**src/rtl/simd_add_pkg.sv**
```systemverilog
package simd_add_pkg;

    typedef enum logic [1:0] {
        MODE_FULL    = 2'b00,
        MODE_HALF    = 2'b01,
        MODE_QUARTER = 2'b10,
        MODE_BYTE    = 2'b11
    } lane_mode_e;

    typedef enum logic [1:0] {
        SZ_BYTE = 2'b00,
        SZ_WORD = 2'b01,
        SZ_LONG = 2'b10,
        SZ_QUAD = 2'b11
    } op_size_e;

    // Guard pair written as {bit in A, bit in B}
    typedef enum logic [1:0] {
        GUARD_BLOCK  = 2'b00,
        GUARD_PASS   = 2'b10,
        GUARD_INJECT = 2'b11
    } guard_e;

    typedef struct packed {
        lane_mode_e mode;
        logic       sub;
        logic       ext_en;
        logic       ext_in;
    } add_ctl_t;

    // Number of bytes per lane for a mode
    function automatic int unsigned lane_span(input lane_mode_e m, input int unsigned nbytes);
        return nbytes >> m;
    endfunction

    // True when byte edge k (between byte k-1 and k) is a lane edge
    function automatic logic edge_active(input int unsigned k, input int unsigned span);
        return ((k & (span - 1)) == 0);
    endfunction

    function automatic guard_e guard_for(input logic active, input add_ctl_t c);
        if (!active)      return GUARD_PASS;
        if (c.sub)        return GUARD_INJECT;
        if (c.ext_en && c.ext_in) return GUARD_INJECT;
        return GUARD_BLOCK;
    endfunction

    // Byte whose carry out forms the scalar flag
    function automatic int unsigned flag_byte(input op_size_e s, input int unsigned nbytes);
        int unsigned idx;
        idx = (1 << s) - 1;
        if (idx > nbytes - 1) idx = nbytes - 1;
        return idx;
    endfunction

endpackage

```
**src/rtl/guard_encoder.sv**
```systemverilog
module guard_encoder
    import simd_add_pkg::*;
#(
    parameter int LANE_W    = 8,
    parameter int NUM_BYTES = 8,
    localparam int DATA_W   = LANE_W * NUM_BYTES,
    localparam int CHAIN_W  = NUM_BYTES * (LANE_W + 1) - 1
) (
    input  logic [DATA_W-1:0]  a,
    input  logic [DATA_W-1:0]  b,
    input  add_ctl_t           ctl,
    output logic [CHAIN_W-1:0] wide_a,
    output logic [CHAIN_W-1:0] wide_b,
    output logic               cin
);
    logic [DATA_W-1:0] b_eff;
    int unsigned       span;

    assign b_eff = ctl.sub ? ~b : b;
    assign span  = lane_span(ctl.mode, NUM_BYTES);
    assign cin   = ctl.sub | (ctl.ext_en & ctl.ext_in);

    for (genvar k = 0; k < NUM_BYTES; k++) begin : g_byte
        localparam int BASE = k * (LANE_W + 1);
        assign wide_a[BASE +: LANE_W] = a[k*LANE_W +: LANE_W];
        assign wide_b[BASE +: LANE_W] = b_eff[k*LANE_W +: LANE_W];
        if (k > 0) begin : g_guard
            guard_e gp;
            assign gp = guard_for(edge_active(k, span), ctl);
            assign wide_a[BASE-1] = gp[1];
            assign wide_b[BASE-1] = gp[0];
        end
    end
endmodule

```
**src/rtl/carry_chain.sv**
```systemverilog
module carry_chain #(
    parameter int W = 71
) (
    input  logic [W-1:0] x,
    input  logic [W-1:0] y,
    input  logic         cin,
    output logic [W-1:0] s,
    output logic         cout
);
    logic [W:0] total;

    assign total = {1'b0, x} + {1'b0, y} + {{W{1'b0}}, cin};
    assign s     = total[W-1:0];
    assign cout  = total[W];
endmodule

```
**src/rtl/result_extract.sv**
```systemverilog
module result_extract
    import simd_add_pkg::*;
#(
    parameter int LANE_W    = 8,
    parameter int NUM_BYTES = 8,
    localparam int DATA_W   = LANE_W * NUM_BYTES,
    localparam int CHAIN_W  = NUM_BYTES * (LANE_W + 1) - 1
) (
    input  logic [CHAIN_W-1:0]   wide_a,
    input  logic [CHAIN_W-1:0]   wide_b,
    input  logic [CHAIN_W-1:0]   wide_s,
    input  logic                 cout,
    input  add_ctl_t             ctl,
    input  op_size_e             size,
    output logic [DATA_W-1:0]    sum,
    output logic [NUM_BYTES-1:0] lane_c,
    output logic                 flag
);
    logic [NUM_BYTES-1:0] raw_c;
    int unsigned          span;

    assign span = lane_span(ctl.mode, NUM_BYTES);

    for (genvar k = 0; k < NUM_BYTES; k++) begin : g_byte
        localparam int BASE = k * (LANE_W + 1);
        assign sum[k*LANE_W +: LANE_W] = wide_s[BASE +: LANE_W];
        if (k < NUM_BYTES - 1) begin : g_mid
            localparam int G = BASE + LANE_W;
            // carry entering the guard position is the byte's carry out
            assign raw_c[k] = wide_a[G] ^ wide_b[G] ^ wide_s[G];
        end else begin : g_top
            assign raw_c[k] = cout;
        end
        assign lane_c[k] = edge_active(k + 1, span) ? (raw_c[k] ^ ctl.sub) : 1'b0;
    end

    assign flag = raw_c[flag_byte(size, NUM_BYTES)] ^ ctl.sub;
endmodule

```
**src/rtl/simd_guard_adder.sv**
```systemverilog
module simd_guard_adder
    import simd_add_pkg::*;
#(
    parameter int LANE_W    = 8,
    parameter int NUM_BYTES = 8,
    localparam int DATA_W   = LANE_W * NUM_BYTES,
    localparam int CHAIN_W  = NUM_BYTES * (LANE_W + 1) - 1
) (
    input  logic                 clk,
    input  logic                 rst,
    input  logic [DATA_W-1:0]    op_a,
    input  logic [DATA_W-1:0]    op_b,
    input  logic [1:0]           lane_mode,
    input  logic [1:0]           op_size,
    input  logic                 sub_en,
    input  logic                 ext_en,
    input  logic                 ext_in,
    output logic [DATA_W-1:0]    sum_q,
    output logic [NUM_BYTES-1:0] lane_carry_q,
    output logic                 carry_flag_q
);
    add_ctl_t             ctl;
    logic [CHAIN_W-1:0]   wide_a, wide_b, wide_s;
    logic                 chain_cin, chain_cout;
    logic [DATA_W-1:0]    sum_d;
    logic [NUM_BYTES-1:0] lane_d;
    logic                 flag_d;

    assign ctl.mode   = lane_mode_e'(lane_mode);
    assign ctl.sub    = sub_en;
    assign ctl.ext_en = ext_en;
    assign ctl.ext_in = ext_in;

    guard_encoder #(.LANE_W(LANE_W), .NUM_BYTES(NUM_BYTES)) u_enc (
        .a(op_a), .b(op_b), .ctl(ctl),
        .wide_a(wide_a), .wide_b(wide_b), .cin(chain_cin)
    );

    carry_chain #(.W(CHAIN_W)) u_chain (
        .x(wide_a), .y(wide_b), .cin(chain_cin),
        .s(wide_s), .cout(chain_cout)
    );

    result_extract #(.LANE_W(LANE_W), .NUM_BYTES(NUM_BYTES)) u_ext (
        .wide_a(wide_a), .wide_b(wide_b), .wide_s(wide_s), .cout(chain_cout),
        .ctl(ctl), .size(op_size_e'(op_size)),
        .sum(sum_d), .lane_c(lane_d), .flag(flag_d)
    );

    always_ff @(posedge clk) begin
        if (rst) begin
            sum_q        <= '0;
            lane_carry_q <= '0;
            carry_flag_q <= 1'b0;
        end else begin
            sum_q        <= sum_d;
            lane_carry_q <= lane_d;
            carry_flag_q <= flag_d;
        end
    end
endmodule

```
**config.mk**
```make
export PLATFORM = sky130hd
export DESIGN_NAME = simd_guard_adder
export DESIGN_NICKNAME = d
export VERILOG_FILES = /design/src/rtl/simd_add_pkg.sv /design/src/rtl/guard_encoder.sv /design/src/rtl/carry_chain.sv /design/src/rtl/result_extract.sv /design/src/rtl/simd_guard_adder.sv
export SDC_FILE = /design/constraint.sdc
export NUM_CORES = 1
export LEC_CHECK = 0
export BUFFER_PORTS_ARGS = -buffer_cell sky130_fd_sc_hd__buf_2
export CAP_MARGIN = 20
export CORE_MARGIN = 1
export CORE_UTILIZATION = 35
export CTS_BUF_LIST = sky130_fd_sc_hd__clkbuf_16
export CTS_CLUSTER_SIZE = 12
export DETAILED_ROUTE_END_ITERATION = 16
export GPL_TIMING_DRIVEN = 0
export PLACE_DENSITY = 0.57
export SLEW_MARGIN = 20
export SYNTH_ARGS = -nofsm -noshare
export SYNTH_HDL_FRONTEND = slang
export SYNTH_SLANG_ARGS = --single-unit
```
**constraint.sdc**
```tcl
create_clock -name clk -period 9.5 [get_ports clk]
set_clock_uncertainty 0.2 [all_clocks]
set_input_delay 1.9 -clock clk [delete_from_list [all_inputs] [get_ports clk]]
set_output_delay 1.9 -clock clk [all_outputs]
set_load 0.1 [all_outputs]
```
==> flow_metrics.env <==
export IMPL_area_delta_synth_final_pct=23.2
export IMPL_antenna_cells_inserted=0
export IMPL_grt_use_total_pct=23.7
export IMPL_yosysMostFrequentCell="nor2_1"
export IMPL_finalHoldViolations=0
export IMPL_rsz0062_at_grt="false"
export IMPL_combPwrFrac_pct=59.5
export IMPL_cellPowerDensity_nw_per_um2=203
export IMPL_cts_buffers_inserted=9
export IMPL_drive_gt1_share_pct=23.0
export IMPL_cts_setup_buffers=0
export IMPL_io_buffers=206
export IMPL_crit_fanout=10
export IMPL_cts_root_buffer="clkbuf_16"
export IMPL_dieWidth_um=145
export IMPL_final_cells=1411
export IMPL_drt_iter0_markers=549
export IMPL_grt_pass1_vias=7084
export IMPL_grt_pass1_wl_um=37500
export IMPL_syn_avg_cell_area_um2=7.69
export IMPL_worst_ep_required_time_ns=9.53
export IMPL_path_class="input port to register"
export IMPL_synth_edff_count=0
export IMPL_antenna_found_initial=2
export IMPL_rows=51
export IMPL_synth_async_reset_ratio_pct=0
export IMPL_ir_drop_uv=112
export IMPL_end_kind="register"
export IMPL_dr_pass1_iters=5
export IMPL_synth_cells=924
export IMPL_leakage_uw=0.00403
export IMPL_post_cts_resize_count=0
export IMPL_hpwl_um=19800
export IMPL_tightest_slew_ns=0.979
export IMPL_num_vias=7491
export IMPL_status="finished, final reports clean"
export IMPL_power_switching_uw=944
export IMPL_die_area_um2=20900
export IMPL_synth_seq_area_share_pct=20.6
export IMPL_min_path_type="input port to register"
export IMPL_final_util_pct=44.4
export IMPL_synth_ff_type="dfxtp_1"
export IMPL_ys_seq_elements=73
export IMPL_routedWlPerCell_um=17.4
export IMPL_ys_warn_count=0
export IMPL_drv_cap=0
export IMPL_period_needed_ns=6.82
export IMPL_start_util_pct=36.1
export IMPL_arrival_ns=6.85
export IMPL_start_kind="input port"
export IMPL_coreArea_um2=19700
export IMPL_tns_ns=0
export IMPL_drt_wl_total_um=24600
export IMPL_yosysTopAreaCellShare_pct=20.6
export IMPL_dpl_cell_area_um2=8470
export IMPL_clk_path_buf_depth=2
export IMPL_synth_nets=1126
export IMPL_cts_tree="done"
export IMPL_grt_max_degree=13
export IMPL_synth_common_cells="110 x nor2_1, 94 x xor2_1, 78 x a21oi_1, 73 x dfxtp_1, 63 x ha_1"
export IMPL_post_route_drc_count=0
export IMPL_ys_types=80
export IMPL_setup_violations=0
export IMPL_postRouteAntennaNets=0
export IMPL_drt_vias_per_instance=5.31
export IMPL_die_h_um=145
export IMPL_ios=210
export IMPL_max_slew_margin_pct=33.9
export IMPL_cts_htree_levels=3
export IMPL_finalNetCount=1343
export IMPL_clk_pin_slew_ns=0.06
export IMPL_fmax_mhz=147
export IMPL_hold_buffers=0
export IMPL_gp_congestion=0.882
export IMPL_p_seq_share_pct=21.2
export IMPL_clockPowerShare_pct=19.3
export IMPL_design_area_um2=8760
export IMPL_yosysTopAreaCell="dfxtp_1"
export IMPL_slew_viol_final=0
export IMPL_n_fill_cell=2101
export IMPL_cts_sinks=73
export IMPL_p_sw_share_pct=53.2
export IMPL_grt_ovfl_total=0
export IMPL_syn_cell_area_um2=7110
export IMPL_synthTopCellsByArea="dfxtp_1 21%, xor2_1 12%, ha_1 11%, nor2_1 5.8%, a21oi_1 5.5%"
export IMPL_p_int_uw=831
export IMPL_dp_cells=1395
export IMPL_final_period_utilization_pct=71.7
-- sequential cells by signal, indices dropped and copies added (netlist names) --
register,flops
carry_flag_q,1
sum_q,64
lane_carry_q,8
-- critical path: stages --
cell and delay (ns):
clkbuf_1 0.21, clkbuf_1 0.47, clkbuf_1 0.70, xor2_1 0.17, fa_1 0.46, fa_1 0.42, a21oi_1 0.23, nor3b_1 0.12
or3_1 0.37, a22o_1 0.27, o21a_1 0.23, o21ai_0 0.56, nand2_1 0.19, a21oi_1 0.18, mux2_1 0.35
-- cell usage in the layout, fill, tap and decap left out, types with 13 or more instances in the layout --
| cell | instances |
|---|---|
| xnor2_1 | 24 |
| nand3_1 | 19 |
| o21a_1 | 13 |
| nand2_1 | 58 |
| xor2_1 | 94 |
| nor3_1 | 26 |
| nand4_1 | 26 |
| nor2b_1 | 16 |
| nor2_1 | 110 |
| a21o_1 | 27 |
| ha_1 | 63 |
| inv_1 | 18 |
| a211oi_1 | 13 |
| a21oi_1 | 78 |
| o21ai_0 | 51 |
| buf_2 | 214 |
| dfxtp_1 | 73 |
| clkbuf_1 | 36 |
-- power by group through the flow --
stage | Clock [uW] | Combinational (uW) | Sequential (uW)
floorplan | 0 | 423 | 801
global placement | 0 | 1050 | 383
detailed placement | 0 | 1050 | 383
CTS | 349 | 1050 | 377
global route | 363 | 1130 | 382
finish | 343 | 1060 | 376
-- routing by layer --
metal  wire (um)  GRT usage (%)  part of all wire [%]
met1       11400           31.8                    46
met2       11000           37.7                    45
met3        1610           4.44                   6.5
met4         554           8.14                   2.3
met5          20              0                 0.081
-- area by class of cell --
| type | instances | area, um2 | area share (%) |
|---|---|---|---|
| plain buffers | 52 | 231 | 2.64 |
| clock buffers | 9 | 225 | 2.57 |
| clock inverters | 7 | 61.3 | 0.700 |
| flip-flops and latches | 73 | 1460 | 16.7 |
| repair buffers | 206 | 1030 | 11.8 |
| well taps | 265 | 332 | 3.79 |
| inverters | 19 | 71.3 | 0.814 |
| multi-input cells | 780 | 5350 | 61.0 |
-- logic make-up (layout without fill, tap and decap cells) --
family,Yosys count,after routing,synth area share (%)
simple gates,319,319,21.9
compound gates,269,269,25.7
xor+xnor,118,118,14.5
flops,73,73,20.6
buf+inv,71,293,4.26
fa+ha+maj,65,65,11.7
mux,9,9,1.41
-- final timing paths --
path,from,endpoint,slack [ns],cells past startpoint
min,op_a[0],sum_q[0],1.75,3
max,sub_en,sum_q[57],2.68,15
-- stage by stage --
stage	power, uW	setup WS [ns]	hold slack [ns]
after detailed placement	1430	2.32	2.11
after global placement	1430	2.31	2.08
final	1780	2.68	1.75
after CTS	1780	2.66	1.75
after global routing	1870	2.39	1.76
after floorplan	1220	3.57	1.94
Power figures use the tool's default switching activity.
